--- src/rtl/lsu_pkg.sv ---
package lsu_pkg;

    parameter int XLEN   = 32;
    parameter int DISP_W = 16;
    parameter int RIDX_W = 5;

    localparam int LANES = XLEN / 8;
    localparam int OFF_W = $clog2(LANES);
    localparam int EXT_W = XLEN - DISP_W;

    typedef enum logic [1:0] {
        SZ_BYTE = 2'd0,
        SZ_HALF = 2'd1,
        SZ_WORD = 2'd2,
        SZ_BAD  = 2'd3
    } acc_size_e;

    typedef logic [XLEN-1:0]  word_t;
    typedef logic [LANES-1:0] lane_mask_t;
    typedef logic [OFF_W-1:0] lane_off_t;
    typedef logic [OFF_W:0]   lane_cnt_t;

    typedef struct packed {
        logic       valid;
        word_t      addr;
        lane_mask_t be;
        word_t      wdata;
        word_t      rdata;
        logic       fault;
    } rsp_t;

    // Mask for an access at offset 0; bit LANES-1 is the lowest address.
    function automatic lane_mask_t size_mask(acc_size_e sz);
        lane_mask_t m;
        case (sz)
            SZ_BYTE: m = lane_mask_t'(1) << (LANES - 1);
            SZ_HALF: m = lane_mask_t'(3) << (LANES - 2);
            SZ_WORD: m = '1;
            default: m = '0;
        endcase
        return m;
    endfunction

    function automatic lane_cnt_t nbytes_of(acc_size_e sz);
        lane_cnt_t n;
        case (sz)
            SZ_BYTE: n = lane_cnt_t'(1);
            SZ_HALF: n = lane_cnt_t'(2);
            default: n = lane_cnt_t'(LANES);
        endcase
        return n;
    endfunction

    function automatic logic aligned_ok(acc_size_e sz, lane_off_t off);
        logic ok;
        case (sz)
            SZ_BYTE: ok = 1'b1;
            SZ_HALF: ok = ~off[0];
            SZ_WORD: ok = (off == '0);
            default: ok = 1'b0;
        endcase
        return ok;
    endfunction

endpackage

--- src/rtl/lsu_agen.sv ---
module lsu_agen
    import lsu_pkg::*;
#(
    parameter int AW  = XLEN,
    parameter int DW  = DISP_W,
    parameter int IW  = RIDX_W
) (
    input  logic [IW-1:0] base_idx,
    input  logic [AW-1:0] base_val,
    input  logic [DW-1:0] disp,
    output logic [AW-1:0] ea
);
    localparam int XW = AW - DW;

    logic [AW-1:0] base_eff;
    logic [AW-1:0] disp_ext;

    always_comb begin
        // Index zero is hard-wired to read as zero.
        base_eff = (base_idx == '0) ? '0 : base_val;
        disp_ext = {{XW{disp[DW-1]}}, disp};
        ea       = base_eff + disp_ext;
    end
endmodule

--- src/rtl/lsu_lane_ctl.sv ---
module lsu_lane_ctl
    import lsu_pkg::*;
(
    input  acc_size_e  size,
    input  lane_off_t  off,
    output lane_mask_t be,
    output logic       fault
);
    lane_mask_t shifted;

    always_comb begin
        shifted = size_mask(size) >> off;
        fault   = ~aligned_ok(size, off);
        be      = fault ? '0 : shifted;
    end
endmodule

--- src/rtl/lsu_store_place.sv ---
module lsu_store_place
    import lsu_pkg::*;
(
    input  acc_size_e  size,
    input  lane_off_t  off,
    input  lane_mask_t lane_en,
    input  word_t      wdata,
    output word_t      placed
);
    lane_cnt_t nb;
    assign nb = nbytes_of(size);

    for (genvar j = 0; j < LANES; j++) begin : g_lane
        // Lane j carries address offset K.
        localparam int K = LANES - 1 - j;
        lane_off_t  src;
        logic [7:0] lane_byte;

        always_comb begin
            // Operand byte at offset K, counted from its least significant end.
            src       = lane_off_t'(int'(nb) - 1 + int'(off) - K);
            lane_byte = lane_en[j] ? wdata[{src, 3'b000} +: 8] : 8'h00;
        end

        assign placed[8*j +: 8] = lane_byte;
    end
endmodule

--- src/rtl/lsu_load_extract.sv ---
module lsu_load_extract
    import lsu_pkg::*;
(
    input  acc_size_e size,
    input  lane_off_t off,
    input  logic      uns,
    input  word_t     rdata,
    output word_t     result
);
    lane_cnt_t nb;
    lane_off_t msb_lane;
    logic      sign;

    always_comb begin
        nb       = nbytes_of(size);
        msb_lane = lane_off_t'(LANES - 1) - off;
        sign     = rdata[{msb_lane, 3'b111}];
    end

    for (genvar p = 0; p < LANES; p++) begin : g_res
        lane_off_t  src_lane;
        logic [7:0] res_byte;

        always_comb begin
            // Result byte p comes from address offset off + nb-1-p.
            src_lane = lane_off_t'(LANES - 1 - (int'(off) + int'(nb) - 1 - p));
            if (p < int'(nb))
                res_byte = rdata[{src_lane, 3'b000} +: 8];
            else
                res_byte = uns ? 8'h00 : {8{sign}};
        end

        assign result[8*p +: 8] = res_byte;
    end
endmodule

--- src/rtl/lsu_addr_align.sv ---
module lsu_addr_align
    import lsu_pkg::*;
(
    input  logic                 clk,
    input  logic                 rst,
    input  logic                 req_valid,
    input  logic                 req_store,
    input  logic                 req_unsigned,
    input  logic [1:0]           req_size,
    input  logic [RIDX_W-1:0]    base_idx,
    input  logic [XLEN-1:0]      base_val,
    input  logic [DISP_W-1:0]    disp,
    input  logic [XLEN-1:0]      store_data,
    input  logic [XLEN-1:0]      mem_rdata,
    output logic                 rsp_valid,
    output logic [XLEN-1:0]      eff_addr,
    output logic [LANES-1:0]     byte_en,
    output logic [XLEN-1:0]      store_lanes,
    output logic [XLEN-1:0]      load_result,
    output logic                 misaligned
);
    acc_size_e  size;
    word_t      ea;
    lane_off_t  off;
    lane_mask_t be_c;
    logic       fault_c;
    word_t      placed_c;
    word_t      loaded_c;
    rsp_t       nxt;
    rsp_t       rsp_q;

    assign size = acc_size_e'(req_size);
    assign off  = ea[OFF_W-1:0];

    lsu_agen #(.AW(XLEN), .DW(DISP_W), .IW(RIDX_W)) u_agen (
        .base_idx (base_idx),
        .base_val (base_val),
        .disp     (disp),
        .ea       (ea)
    );

    lsu_lane_ctl u_lanes (
        .size  (size),
        .off   (off),
        .be    (be_c),
        .fault (fault_c)
    );

    lsu_store_place u_place (
        .size    (size),
        .off     (off),
        .lane_en (be_c),
        .wdata   (store_data),
        .placed  (placed_c)
    );

    lsu_load_extract u_extract (
        .size   (size),
        .off    (off),
        .uns    (req_unsigned),
        .rdata  (mem_rdata),
        .result (loaded_c)
    );

    always_comb begin
        nxt       = '0;
        if (req_valid) begin
            nxt.valid = 1'b1;
            nxt.addr  = ea;
            nxt.be    = be_c;
            nxt.fault = fault_c;
            nxt.wdata = (req_store && !fault_c) ? placed_c : '0;
            nxt.rdata = (!req_store && !fault_c) ? loaded_c : '0;
        end
    end

    always_ff @(posedge clk) begin
        if (rst) rsp_q <= '0;
        else     rsp_q <= nxt;
    end

    assign rsp_valid   = rsp_q.valid;
    assign eff_addr    = rsp_q.addr;
    assign byte_en     = rsp_q.be;
    assign store_lanes = rsp_q.wdata;
    assign load_result = rsp_q.rdata;
    assign misaligned  = rsp_q.fault;
endmodule

--- config.mk ---
export PLATFORM = sky130hd
export DESIGN_NAME = lsu_addr_align
export DESIGN_NICKNAME = d
export VERILOG_FILES = /design/src/rtl/lsu_pkg.sv /design/src/rtl/lsu_agen.sv /design/src/rtl/lsu_lane_ctl.sv /design/src/rtl/lsu_store_place.sv /design/src/rtl/lsu_load_extract.sv /design/src/rtl/lsu_addr_align.sv
export SDC_FILE = /design/constraint.sdc
export NUM_CORES = 1
export LEC_CHECK = 0
export ABC_CLOCK_PERIOD_IN_PS = 4000
export BUFFER_PORTS_ARGS = -buffer_cell sky130_fd_sc_hd__buf_4
export CAP_MARGIN = 10
export CORE_ASPECT_RATIO = 0.8
export CORE_MARGIN = 1.5
export CORE_UTILIZATION = 28
export CTS_CLUSTER_DIAMETER = 60
export CTS_CLUSTER_SIZE = 28
export DETAILED_ROUTE_END_ITERATION = 12
export PLACE_DENSITY = 0.54
export SLEW_MARGIN = 5
export SYNTH_ARGS = -nofsm -noshare
export SYNTH_HDL_FRONTEND = slang
export SYNTH_HIERARCHICAL = 1
export SYNTH_SLANG_ARGS = --single-unit
export TNS_END_PERCENT = 100
--- constraint.sdc ---
create_clock -name clk -period 4 [get_ports clk]
set_input_delay 0.8 -clock clk [delete_from_list [all_inputs] [get_ports clk]]
set_output_delay 0.8 -clock clk [all_outputs]
set_load 0.05 [all_outputs]
# Word-level counts from Yosys, hierarchy flattened
# Cells that the tools add are included.
[totals] regBits=102 inputBits=124 out_inout_bits=102 elab_cells=81
[op_classes] addsub=16 order_cmp=5 eq_ne=2 shift=9 mux=19 bitwise_logic=9 n_reduce_logical=12
[op_table] op="$shiftx 32x6->8" n=8
[op_table] op="$mux 102" n=1
[op_table] op="$mux 32" n=3
[op_table] op="$mux 8" n=9
[op_table] op="$add 32x32->32" n=1
[op_table] op="$reduce_or 4->1" n=4
[op_table] op="$pmux 4 s3" n=1
[op_table] op="$not 1->1" n=9
[op_table] op="$sub 1x2->2 const A" n=4
[op_table] op="$sub 2x1->2 const B" n=4
[op_table] op="$sub 2x2->2 const B" n=4
[op_table] op="$lt 1x3->1 const A" n=2
[op_table] op="$lt 2x3->1 const A" n=2
[op_table] op="$lt 5x6->1 const B" n=1
[op_table] op="$pmux 3 s2" n=1
[op_table] op="$logic_not 5->1" n=1
[op_table] op="$add 2x2->2" n=2
[op_table] op="$logic_not 2->1" n=2
[op_table] op="$mux 4" n=1
[op_table] op="$shr 4x2->4" n=1
[op_table] op="$pmux 1 s3" n=1
[op_table] op="$reduce_or 3->1" n=1
[op_table] op="$bmux 1 s2" n=1
[op_table] op="$eq 2x1->1 const B" n=1
[op_table] op="6 further kinds" n=7

# Longest topological paths before layout
# Gate-level depths: netlist of run 1.
[depth] ltp_word=11 ltp_mapped=14 ltp_nobuf=12

# Cells and area by module
# Netlist of run 1, hierarchy kept.
[by_module_without_submodules] mod="lsu_addr_align" n_inst=1 cells_each=216 area_per_inst_um2=2763.9 seq_area_each_um2=2042.0
[by_module_without_submodules] mod="lsu_agen" n_inst=1 cells_each=292 area_per_inst_um2=2060.7 seq_area_each_um2=0.0
[by_module_without_submodules] mod="lsu_store_place" n_inst=1 cells_each=177 area_per_inst_um2=1292.5 seq_area_each_um2=0.0
[by_module_without_submodules] mod="lsu_load_extract" n_inst=1 cells_each=110 area_per_inst_um2=1016.0 seq_area_each_um2=0.0
[by_module_without_submodules] mod="lsu_lane_ctl" n_inst=1 cells_each=22 area_per_inst_um2=168.9 seq_area_each_um2=0.0

# Worst setup path after synthesis of run 1
# OpenSTA, ideal clock, no wires.
[synth_timing] path_type="input port to flip-flop" start="input port base_idx[0]" end="register rsp_q, in the netlist store_lanes[7]" setup_time_ns=0.059 arrival_time_ns=4.283 required_ns=3.941 slack_ns=-0.342 stages=13 path_buffers=1 path_cell_list="or4_1 -> nor2_1 -> clkbuf_1 -> nor2b_1 -> ha_1 -> fa_1 -> nand2b_1 -> a221o_1 -> a21oi_1 -> nand2_1 -> or3_1 -> nand4_1 -> and2_1"
[synth_between] elab_chain_cells=8 word_cells_on_any_way=15 cone_classes="add/sub (3); shift (2); mux (3); bitwise (3); reduce/logical (4)"
[synth_lines] item="start, declared" line_no="lsu_addr_align.sv:10" text="input logic [RIDX_W-1:0] base_idx,"
[synth_lines] item="$logic_not 5->1 *" line_no="lsu_agen.sv:20" text="base_eff = (base_idx == '0) ? '0 : base_val;"
[synth_lines] item="$mux 32 *" line_no="lsu_agen.sv:20"
[synth_lines] item="$add 32x32->32 *" line_no="lsu_agen.sv:22" text="ea = base_eff + disp_ext;"
[synth_lines] item="net ea[1]" line_no="lsu_addr_align.sv:23" text="word_t ea;"
[synth_lines] item="$logic_not 2->1" line_no="lsu_pkg.sv:59" text="SZ_WORD: ok = (off == '0);"
[synth_lines] item="$pmux 1 s3" line_no="lsu_pkg.sv:56" text="case (sz)"
[synth_lines] item="$mux 4 *" line_no="lsu_lane_ctl.sv:14" text="be = fault ? '0 : shifted;"
[synth_lines] item="net be_c[0]" line_no="lsu_addr_align.sv:25" text="lane_mask_t be_c;"
[synth_lines] item="$not 1->1 (no line) *"
[synth_lines] item="$reduce_or 4->1 (no line) *"
[synth_lines] item="end signal, assigned" line_no="lsu_addr_align.sv:79" text="else rsp_q <= nxt;"
[synth_lines] item="end, declared" line_no="lsu_addr_align.sv:30" text="rsp_t rsp_q;"
# Mark *: on every way through the listed nets, which the timed path passes. The rest lies on a longest branch.
# A chain may end at the register's enable or synchronous reset.

# Worst setup path in the final report of run 1
[layout_timing] start="input port base_idx[0]" end="register rsp_q, in the netlist eff_addr[29]"
[layout_between] elab_chain_cells=3
[layout_lines] item="$logic_not 5->1" line_no="lsu_agen.sv:20"
[layout_lines] item="$mux 32" line_no="lsu_agen.sv:20"
[layout_lines] item="$add 32x32->32" line_no="lsu_agen.sv:22"
[layout_lines] item="net ea[29]" line_no="lsu_addr_align.sv:23"
# The timed path passes the listed nets, and every way through them passes these cells.

==> results of run 1 <==
[how the worst max path moves through the flow]
stage                      end  cells past startpoint  slack, ns
3_5_place_dp   store_lanes[17]                     10      -0.08
6_report          eff_addr[29]                     14       0.30
3_3_place_gp   load_result[21]                     12      -0.07
2_1_floorplan   store_lanes[7]                     13      -0.02
4_1_cts         store_lanes[4]                     12       0.30
5_1_grt           eff_addr[29]                     14       0.13
[per-layer routing]
layer	share of wire, %	vias to the layer above	routed length, um
met3	6.3	21	1380
met1	50	3059	10900
met5	0	-	0
met2	42	199	9300
met4	1.5	0	320
li1	-	3426	-
[sequential cells by signal, summed over array words and instances (netlist names)]
name	flops
misaligned	1
byte_en	4
rsp_valid	1
eff_addr	32
load_result	32
store_lanes	32
[critical path, stage by stage]
cell and delay, ns:
buf_4 0.11, or4_1 0.54, nor2_2 0.20, buf_4 0.27
buf_4 0.21, nor2b_1 0.07, ha_1 0.31, a21oi_1 0.23
o21bai_1 0.09, a21oi_1 0.30, o21ai_0 0.17, or3_1 0.36
nor4bb_1 0.14, and2_1 0.13
[through the flow]
step | utilization (%) | std cells | total power (W)
after floorplan | - | 817 | 0.00218
after global placement | 38.7 | 1424 | 0.00270
after detailed placement | 38.7 | 1424 | 0.00270
after CTS | 39.9 | 1440 | 0.00364
after global routing | 39.9 | 1440 | 0.00382
final | 39.9 | 1440 | 0.00358
[cell usage in the layout (no fill, tap or decap), drive strengths merged, types with 30 or more instances in the layout]
master  count
mux2i      78
dfxtp     102
a21oi      39
o21ai      41
and2      105
nand2      67
buf       301
nor2b      38
mux2       30
ha         40
[logic make-up after synthesis]
logic type	after synthesis
AOI/OAI and AO/OA	155
xor gates and xnor gates	33
adders and majority gates	41
buffers and inverters	60
DFF	102
muxes	109
and+or+nand+nor	317
[layout make-up]
class,count,area [um2],share of cell area [%]
multi-input combinational,655,4960,48.8
clock inverter,6,57.6,0.567
sequential,102,2040,20.1
tap,351,439,4.33
timing repair buffer,301,2360,23.2
inverter,15,56.3,0.555
clock buffer,10,239,2.35
[power by group through the flow]
stage | logic (W) | clock network (W) | registers (W)
floorplan | 0.000965 | 0 | 0.00121
global placement | 0.00161 | 0 | 0.00109
detailed placement | 0.00161 | 0 | 0.00109
CTS | 0.00162 | 0.000954 | 0.00106
global route | 0.00175 | 0.000996 | 0.00107
finish | 0.00161 | 0.000909 | 0.00106
==> run summary, run 1 <==
type of the tightest min-delay check - input port to flip-flop
Total Neg Setup Slack - 0 ns
Post-CTS Setup Bufs - 0
met3 GRT Util - 3.79%
Post-Syn Nets - 982
portion of total power attributed to sequential cells - 29.7%
final worst path period share - 92.5%
met1 usage - 22.6%
Simple-Gate Fraction of Synth Area - 24.9%
post-synthesis xor/xnor area fraction - 5.05%
areal power density over the cells - 353 mW/mm2
Synth area leader - dfxtp_1
hold-critical path endpoint - store_lanes[7]
element type at the critical path start - input port
largest net degree at the start of global routing - 42
Iteration-0 DRC Markers - 248
cts-stage hold buffer count - 0
Critical Path Sink Type - flip-flop
proportion of synthesized chip area in sequential cells - 28.0%
Hold Worst Slack - 0.823 ns
worst-path maximum fanout - 19
worst setup slack after layout - 0.301 ns
Arr. time, crit path - 3.95 ns
worst setup timing slack at the placement stage - -0.0808 ns
area fraction in compound gates after synthesis - 14.8%
Internal Dissipation - 0.00228 W
Gate power share - 45.0%
half-perimeter wire length after detailed placement - 17,300 um
post-synth cell types - 78
last weighted congestion value of the routability-driven placer - 0.880
final design instance area without fill - 0.0102 mm2
WL final - 21,900 um
area growth from synthesis to final layout - 39.0%
I/O pin total - 226
Port Buf Inserts - 225
H-tree level count - 3
startpoint of the worst setup timing path - base_idx[0]
met2 Track Usage GR - 24.9%
number of global-route vias before repair - 6,541
maximum clock frequency - 270 MHz
global-route layer with the greatest usage - met2
top-count cell post-synth - and2_1
CTS Root Buffer Type - clkbuf_16
initial antenna violation count - 0
Leakage Power - 4.91 nW
Total Routing Usage GR - 16.2%
pin slew with the least headroom to its limit - 0.586 ns
Max Buffers Root-to-Sink - 2
WP data required - 4.25 ns
height of the die - 147 um
# DRC - 0
ys flop type - dfxtp_1
Final Slew Violations - 0
post-cts gate resize count - 0
core outline area - 0.0254 mm2
dominant combinational cell family by area after synthesis - simple AND/OR/NAND/NOR gates
clock tree from TritonCTS - yes
cell count after synthesis - 817
fraction of the mapped netlist area in adder cells - 7.13%
clock-pin slew on the worst setup and hold paths - 0.08 ns
share of final-layout standard cells stronger than drive strength 1 - 35.4%
top-area cell type share of the netlist area - 28.0%
RSZ-0062 raised after global routing - false
Via Count - 6,705
initial core utilization - 28.7%
total placed instance area - 0.00985 mm2
post-synthesis async set-or-reset flop share - 0%
dominant cells by area after synthesis - dfxtp_1, mux2i_1, and2_1, ha_1, mux2_2
worst slew margin relative to its limit - 60.8%
standard-cell rows - 52
status - finished clean
Via-to-Cell Ratio - 4.66
diode insertion count for antenna repair - 0
final critical path time including I/O delays and setup - 3.70 ns
first-pass GRT wire length - 34,400 um
multiplexer fraction of the synthesized cell area - 15.7%
most used standard cells in the synthesized netlist - and2_1, dfxtp_1, mux2i_1
worst vdd ir - 205 uV
Post-synth EDFFs - 0
Horiz. Die Dim - 184 um
reported max-cap violation count - 0
TritonCTS Buffers - 9
grt ovf - 0
number of hold violations in the final report - 0
per-cell routed wire length - 15.2 um
clock power share - 25.4%
synthesis-stage register bit count - 102
number of setup violations in the final report - 0
switching fraction of total power - 36.3%
number of instances on the worst hold path - 4
fill count - 2,560
TritonCTS sink count - 102
post-route ant nets - 0
router iterations before antenna repair - 5
Syn Area/Cell - 8.94 um2
Final Net Count - 1,249
Ys Warns - 6
Psw - 0.00130 W
summed instance area of the synthesized netlist - 0.00730 mm2
full die area - 0.0271 mm2
critical path class - input port to flip-flop
startpoint of the worst hold path - store_data[7]
No activity file was read; power rests on OpenSTA's default activity.
==> run 2, diff against run 1 <==
--- a/config.mk
+++ b/config.mk
@@ -14,7 +14,7 @@
 export CTS_CLUSTER_DIAMETER = 60
 export CTS_CLUSTER_SIZE = 28
 export DETAILED_ROUTE_END_ITERATION = 12
-export PLACE_DENSITY = 0.54
+export PLACE_DENSITY = 0.63
 export SLEW_MARGIN = 5
 export SYNTH_ARGS = -nofsm -noshare
 export SYNTH_HDL_FRONTEND = slang
==> run 2 against run 1 <==
  * Clock power fell by 3.4%
  * Fmax rose by 1.8%
  * Combinational power barely moved
  * First-iteration DRC count rose by 43%
  * Sequential power barely moved
  * Largest power group unchanged
  * Count of clock-buffer cells in the layout fell by 1
  * Sequential share of layout area rose by 0.33 points
  * Final cell count fell by 1.5%
  * Die area did not move
  * Global-route usage fell by 0.27 points
==> run summary, run 2 (same netlist as run 1, synthesis figures left out) <==
total area of multi-input combinational cells - 0.00496 mm2
TritonCTS sink count - 102
standard-cell rows - 52
WL final - 21,700 um
overall power - 0.00352 W
type of the tightest min-delay check - input port to flip-flop
Total Routing Usage GR - 15.9%
Critical Path Sink Type - flip-flop
number of hold violations in the final report - 0
per-cell routed wire length - 15.3 um
grt ovf - 0
maximum clock frequency - 275 MHz
Max Buffers Root-to-Sink - 2
fill count - 2,575
worst-path maximum fanout - 10
core outline area - 0.0254 mm2
status - finished clean
half-perimeter wire length after detailed placement - 17,000 um
height of the die - 147 um
element type at the critical path start - input port
area growth from synthesis to final layout - 36.8%
WP data required - 4.30 ns
areal power density over the cells - 353 mW/mm2
Via Count - 6,682
I/O pin total - 226
clock-pin slew on the worst setup and hold paths - 0.08 ns
H-tree level count - 3
total area of sequential cells - 0.00204 mm2
top library cells by usage in the layout, fill and taps aside - buf_4, and2_1, dfxtp_1
startpoint of the worst hold path - store_data[7]
Via-to-Cell Ratio - 4.71
final critical path time including I/O delays and setup - 3.63 ns
Total Neg Setup Slack - 0 ns
number of instances on the worst hold path - 4
RSZ-0062 raised after global routing - false
Final Slew Violations - 0
post-route ant nets - 0
Arr. time, crit path - 3.93 ns
first-pass GRT wire length - 34,100 um
# DRC - 0
CTS Root Buffer Type - clkbuf_16
cts-stage hold buffer count - 0
final worst path period share - 90.9%
critical path class - input port to flip-flop
cell occurring most often along the worst timing path - buf_4
post-cts gate resize count - 0
slowest stage cell on the critical path - or4_1
number of global-route vias before repair - 6,419
number of setup violations in the final report - 0
Horiz. Die Dim - 184 um
Iteration-0 DRC Markers - 354
Final Net Count - 1,228
share of final-layout standard cells stronger than drive strength 1 - 34.0%
router iterations before antenna repair - 5
Port Buf Inserts - 225
worst slew margin relative to its limit - 64.5%
Crit path largest cell delay - 0.55 ns
largest net degree at the start of global routing - 42
full die area - 0.0271 mm2
clock tree from TritonCTS - yes
hold-critical path endpoint - store_lanes[7]
initial core utilization - 28.7%
pin slew with the least headroom to its limit - 0.531 ns
TritonCTS Buffers - 9
Leakage Power - 4.80 nW
CP Cell Sequence - buf_4, or4_1, nor2_2, buf_4, buf_12, nor2b_1, ha_1, a21oi_1, o21ai_1, a22oi_1, o211ai_1, a211oi_1, xnor2_1, and2_1
Post-CTS Setup Bufs - 0
worst vdd ir - 186 uV
leading cell type in the layout, fill and taps excluded - buf_4
initial antenna violation count - 0
reported max-cap violation count - 0
diode insertion count for antenna repair - 0
last weighted congestion value of the routability-driven placer - 0.853
[run 2: cell types whose count changed in the layout (fill, tap and decap cells not counted)]
cell	change
buf_4	-22
inv_8	-1
clkinvlp_4	+1
clkbuf_8	-1
buf_12	+1
[run 2: report_power, final]
| part | total (W) | switching, W | internal, W |
|---|---|---|---|
| logic | 0.00158 | 0.000838 | 0.000742 |
| registers | 0.00106 | 0.0000130 | 0.00105 |
| clock network | 0.000878 | 0.000445 | 0.000433 |
| total | 0.00352 | 0.00130 | 0.00223 |
[run 2: stage by stage]
stage	setup WS (ns)	instance area (um2)	cells	util (%)	hold slack (ns)
2_1_floorplan	-0.0221	7320	817	-	1.02
3_3_place_gp	0.0192	9710	1403	38.2	1.18
3_5_place_dp	-0.00729	9710	1403	38.2	1.18
4_1_cts	0.368	9990	1418	39.3	0.797
5_1_grt	0.128	9990	1418	39.3	0.842
6_report	0.365	9990	1418	39.3	0.826
[run 2: area by class of cell]
type / instances / share of cell area, %
inverter: 15 / 0.564
clock inverter: 6 / 0.539
tap: 351 / 4.40
multi-input combinational: 655 / 49.6
timing repair buffer: 280 / 22.2
clock buffer: 9 / 2.25
sequential: 102 / 20.4
[run 2: critical path, delay by kind of cell]
kind | cells | cell delay [ns]
simple gates | 4 | 0.87
buf+inv | 3 | 0.42
fa+ha+maj | 1 | 0.34
xor+xnor | 1 | 0.16
compound gates | 5 | 1.33
[run 2: layer usage]
layer,vias up,part of all wire (%),global-route usage (%)
met2,202,45,25.4
li1,3376,-,-
met1,3093,49,22.4
met3,11,5.5,2.76
met4,0,0.80,3.20
met5,-,0,0
[run 2: worst max-delay path by stage]
stage | from | end | slack, ns
after floorplan | base_idx[0] | store_lanes[7] | -0.02
after global placement | base_idx[0] | store_lanes[20] | 0.02
after detailed placement | base_idx[0] | store_lanes[16] | -0.007
after CTS | base_idx[0] | store_lanes[16] | 0.37
after global routing | base_idx[0] | eff_addr[29] | 0.13
final | base_idx[0] | eff_addr[27] | 0.37
==> run 3, diff against run 2 <==
--- a/config.mk
+++ b/config.mk
@@ -9,12 +9,11 @@
 export BUFFER_PORTS_ARGS = -buffer_cell sky130_fd_sc_hd__buf_4
 export CAP_MARGIN = 10
 export CORE_ASPECT_RATIO = 0.8
-export CORE_MARGIN = 1.5
+export CORE_MARGIN = 2
 export CORE_UTILIZATION = 28
 export CTS_CLUSTER_DIAMETER = 60
 export CTS_CLUSTER_SIZE = 28
 export DETAILED_ROUTE_END_ITERATION = 12
-export PLACE_DENSITY = 0.63
 export SLEW_MARGIN = 5
 export SYNTH_ARGS = -nofsm -noshare
 export SYNTH_HDL_FRONTEND = slang
==> run 3 against run 2 <==
  * Total power barely moved
  * Flip-flop and latch count unchanged
  * Largest power group unchanged
  * Clock power shrank 1%
  * Critical endpoint is now eff_addr[26]
  * Critical path type unchanged
  * Utilization increased by 0.069 points
  * Combinational power hardly changed
  * Non-clock buffer count up 2
==> run summary, run 3 (same netlist as run 1, synthesis figures left out) <==
status - finished clean
Total Neg Setup Slack - 0 ns
met2 Track Usage GR - 24.0%
Final Slew Violations - 0
CP Cell Sequence - buf_4, or4_1, nor2_2, buf_4, buf_6, nor2b_1, ha_1, a21oi_1, o21ai_1, a221o_1, a32oi_4, nand2b_2, a311oi_1, and2_1
Worst Setup EP - eff_addr[26]
leading cell type in the layout, fill and taps excluded - buf_4
half-perimeter wire length after detailed placement - 17,400 um
Port Buf Inserts - 225
WP data required - 4.30 ns
slowest stage cell on the critical path - or4_1
worst vdd ir - 195 uV
critical path class - input port to flip-flop
type of the tightest min-delay check - input port to flip-flop
clock-pin slew on the worst setup and hold paths - 0.08 ns
final critical path time including I/O delays and setup - 3.69 ns
worst slew margin relative to its limit - 62.3%
height of the die - 148 um
fill count - 2,591
Arr. time, crit path - 3.99 ns
initial core utilization - 28.7%
cell occurring most often along the worst timing path - buf_4
last weighted congestion value of the routability-driven placer - 0.874
met1 usage - 22.4%
clock tree from TritonCTS - yes
Total Routing Usage GR - 15.8%
area growth from synthesis to final layout - 37.0%
Via-to-Cell Ratio - 4.72
grt ovf - 0
share of final-layout standard cells stronger than drive strength 1 - 34.1%
worst-path maximum fanout - 19
Critical Path Sink Type - flip-flop
initial antenna violation count - 0
top library cells by usage in the layout, fill and taps aside - buf_4, and2_1, dfxtp_1
number of hold violations in the final report - 0
startpoint of the worst setup timing path - base_idx[0]
pin slew with the least headroom to its limit - 0.565 ns
total placed instance area - 0.00971 mm2
number of setup violations in the final report - 0
diode insertion count for antenna repair - 0
Via Count - 6,698
maximum clock frequency - 271 MHz
CTS Root Buffer Type - clkbuf_16
element type at the critical path start - input port
global-route layer with the greatest usage - met2
I/O pin total - 226
Iteration-0 DRC Markers - 396
# DRC - 0
H-tree level count - 3
number of global-route vias before repair - 6,431
areal power density over the cells - 352 mW/mm2
total area of multi-input combinational cells - 0.00497 mm2
Final Net Count - 1,230
RSZ-0062 raised after global routing - false
post-route ant nets - 0
WL final - 21,900 um
Crit path largest cell delay - 0.55 ns
total area of sequential cells - 0.00204 mm2
router iterations before antenna repair - 5
TritonCTS Buffers - 9
met3 GRT Util - 3.57%
Leakage Power - 4.81 nW
standard-cell rows - 52
final worst path period share - 92.2%
TritonCTS sink count - 102
final design instance area without fill - 0.0100 mm2
Horiz. Die Dim - 185 um
Max Buffers Root-to-Sink - 2
reported max-cap violation count - 0
Post-CTS Setup Bufs - 0
largest net degree at the start of global routing - 42
per-cell routed wire length - 15.5 um
core outline area - 0.0254 mm2
first-pass GRT wire length - 34,100 um
full die area - 0.0274 mm2
-- run 3: cell types whose count changed in the layout (fill, tap and decap cells not counted) --
cell	change
a32oi_4	+1
buf_4	+2
a32oi_2	-1
buf_6	+1
buf_12	-1
-- run 3: worst max-delay path: cells and delay by family --
| kind | cells | cell delay, ns |
|---|---|---|
| simple gates | 5 | 0.98 |
| fa+ha+maj | 1 | 0.35 |
| buf+inv | 3 | 0.50 |
| compound gates | 5 | 1.35 |
-- run 3: routing by layer --
| metal | share of wire, % | vias up |
|---|---|---|
| li1 | - | 3397 |
| met4 | 1.3 | 0 |
| met1 | 49 | 3038 |
| met3 | 7.3 | 22 |
| met5 | 0 | - |
| met2 | 43 | 241 |
-- run 3: timing repair --
| item | in CTS | in global routing |
|---|---|---|
| hold buffers | 0 | 0 |
| setup endpoints to repair | 0 | 1 |
| gates resized for setup | 0 | 2 |
-- run 3: worst min path at each step --
stage / slack, ns / from / depth (start not counted) / to
after floorplan: 1.02 / rst / 2 / load_result[0]
after global routing: 0.86 / mem_rdata[4] / 4 / load_result[4]
after CTS: 0.82 / store_data[3] / 4 / store_lanes[3]
after detailed placement: 1.21 / store_data[3] / 4 / store_lanes[3]
final: 0.84 / store_data[3] / 4 / store_lanes[3]
after global placement: 1.21 / store_data[11] / 4 / store_lanes[3]
-- run 3: metrics by stage --
step	instances	setup WS, ns	power, W	util [%]	hold slack (ns)
floorplan	817	-0.0221	0.00218	-	1.02
global placement	1405	-0.0718	0.00266	38.2	1.21
detailed placement	1405	-0.144	0.00266	38.2	1.21
CTS	1420	0.235	0.00357	39.3	0.819
global route	1420	0.0451	0.00374	39.3	0.860
finish	1420	0.311	0.00352	39.3	0.840
-- run 3: area by class of cell --
cell class                      count  share of cell area (%)
Inverter                           15                   0.563
Tap cell                          351                    4.39
Sequential cell                   102                    20.4
Timing Repair Buffer              282                    22.2
Multi-Input combinational cell    655                    49.7
Clock buffer                        9                    2.25
Clock inverter                      6                   0.538
-- run 3: power breakdown --
| part | internal, W | total [W] | leakage, nW | switching [W] |
|---|---|---|---|---|
| Clock | 0.000432 | 0.000868 | 0.135 | 0.000436 |
| Sequential | 0.00105 | 0.00106 | 0.828 | 0.0000118 |
| Combinational | 0.000745 | 0.00159 | 3.84 | 0.000844 |
| Total | 0.00223 | 0.00352 | 4.81 | 0.00129 |
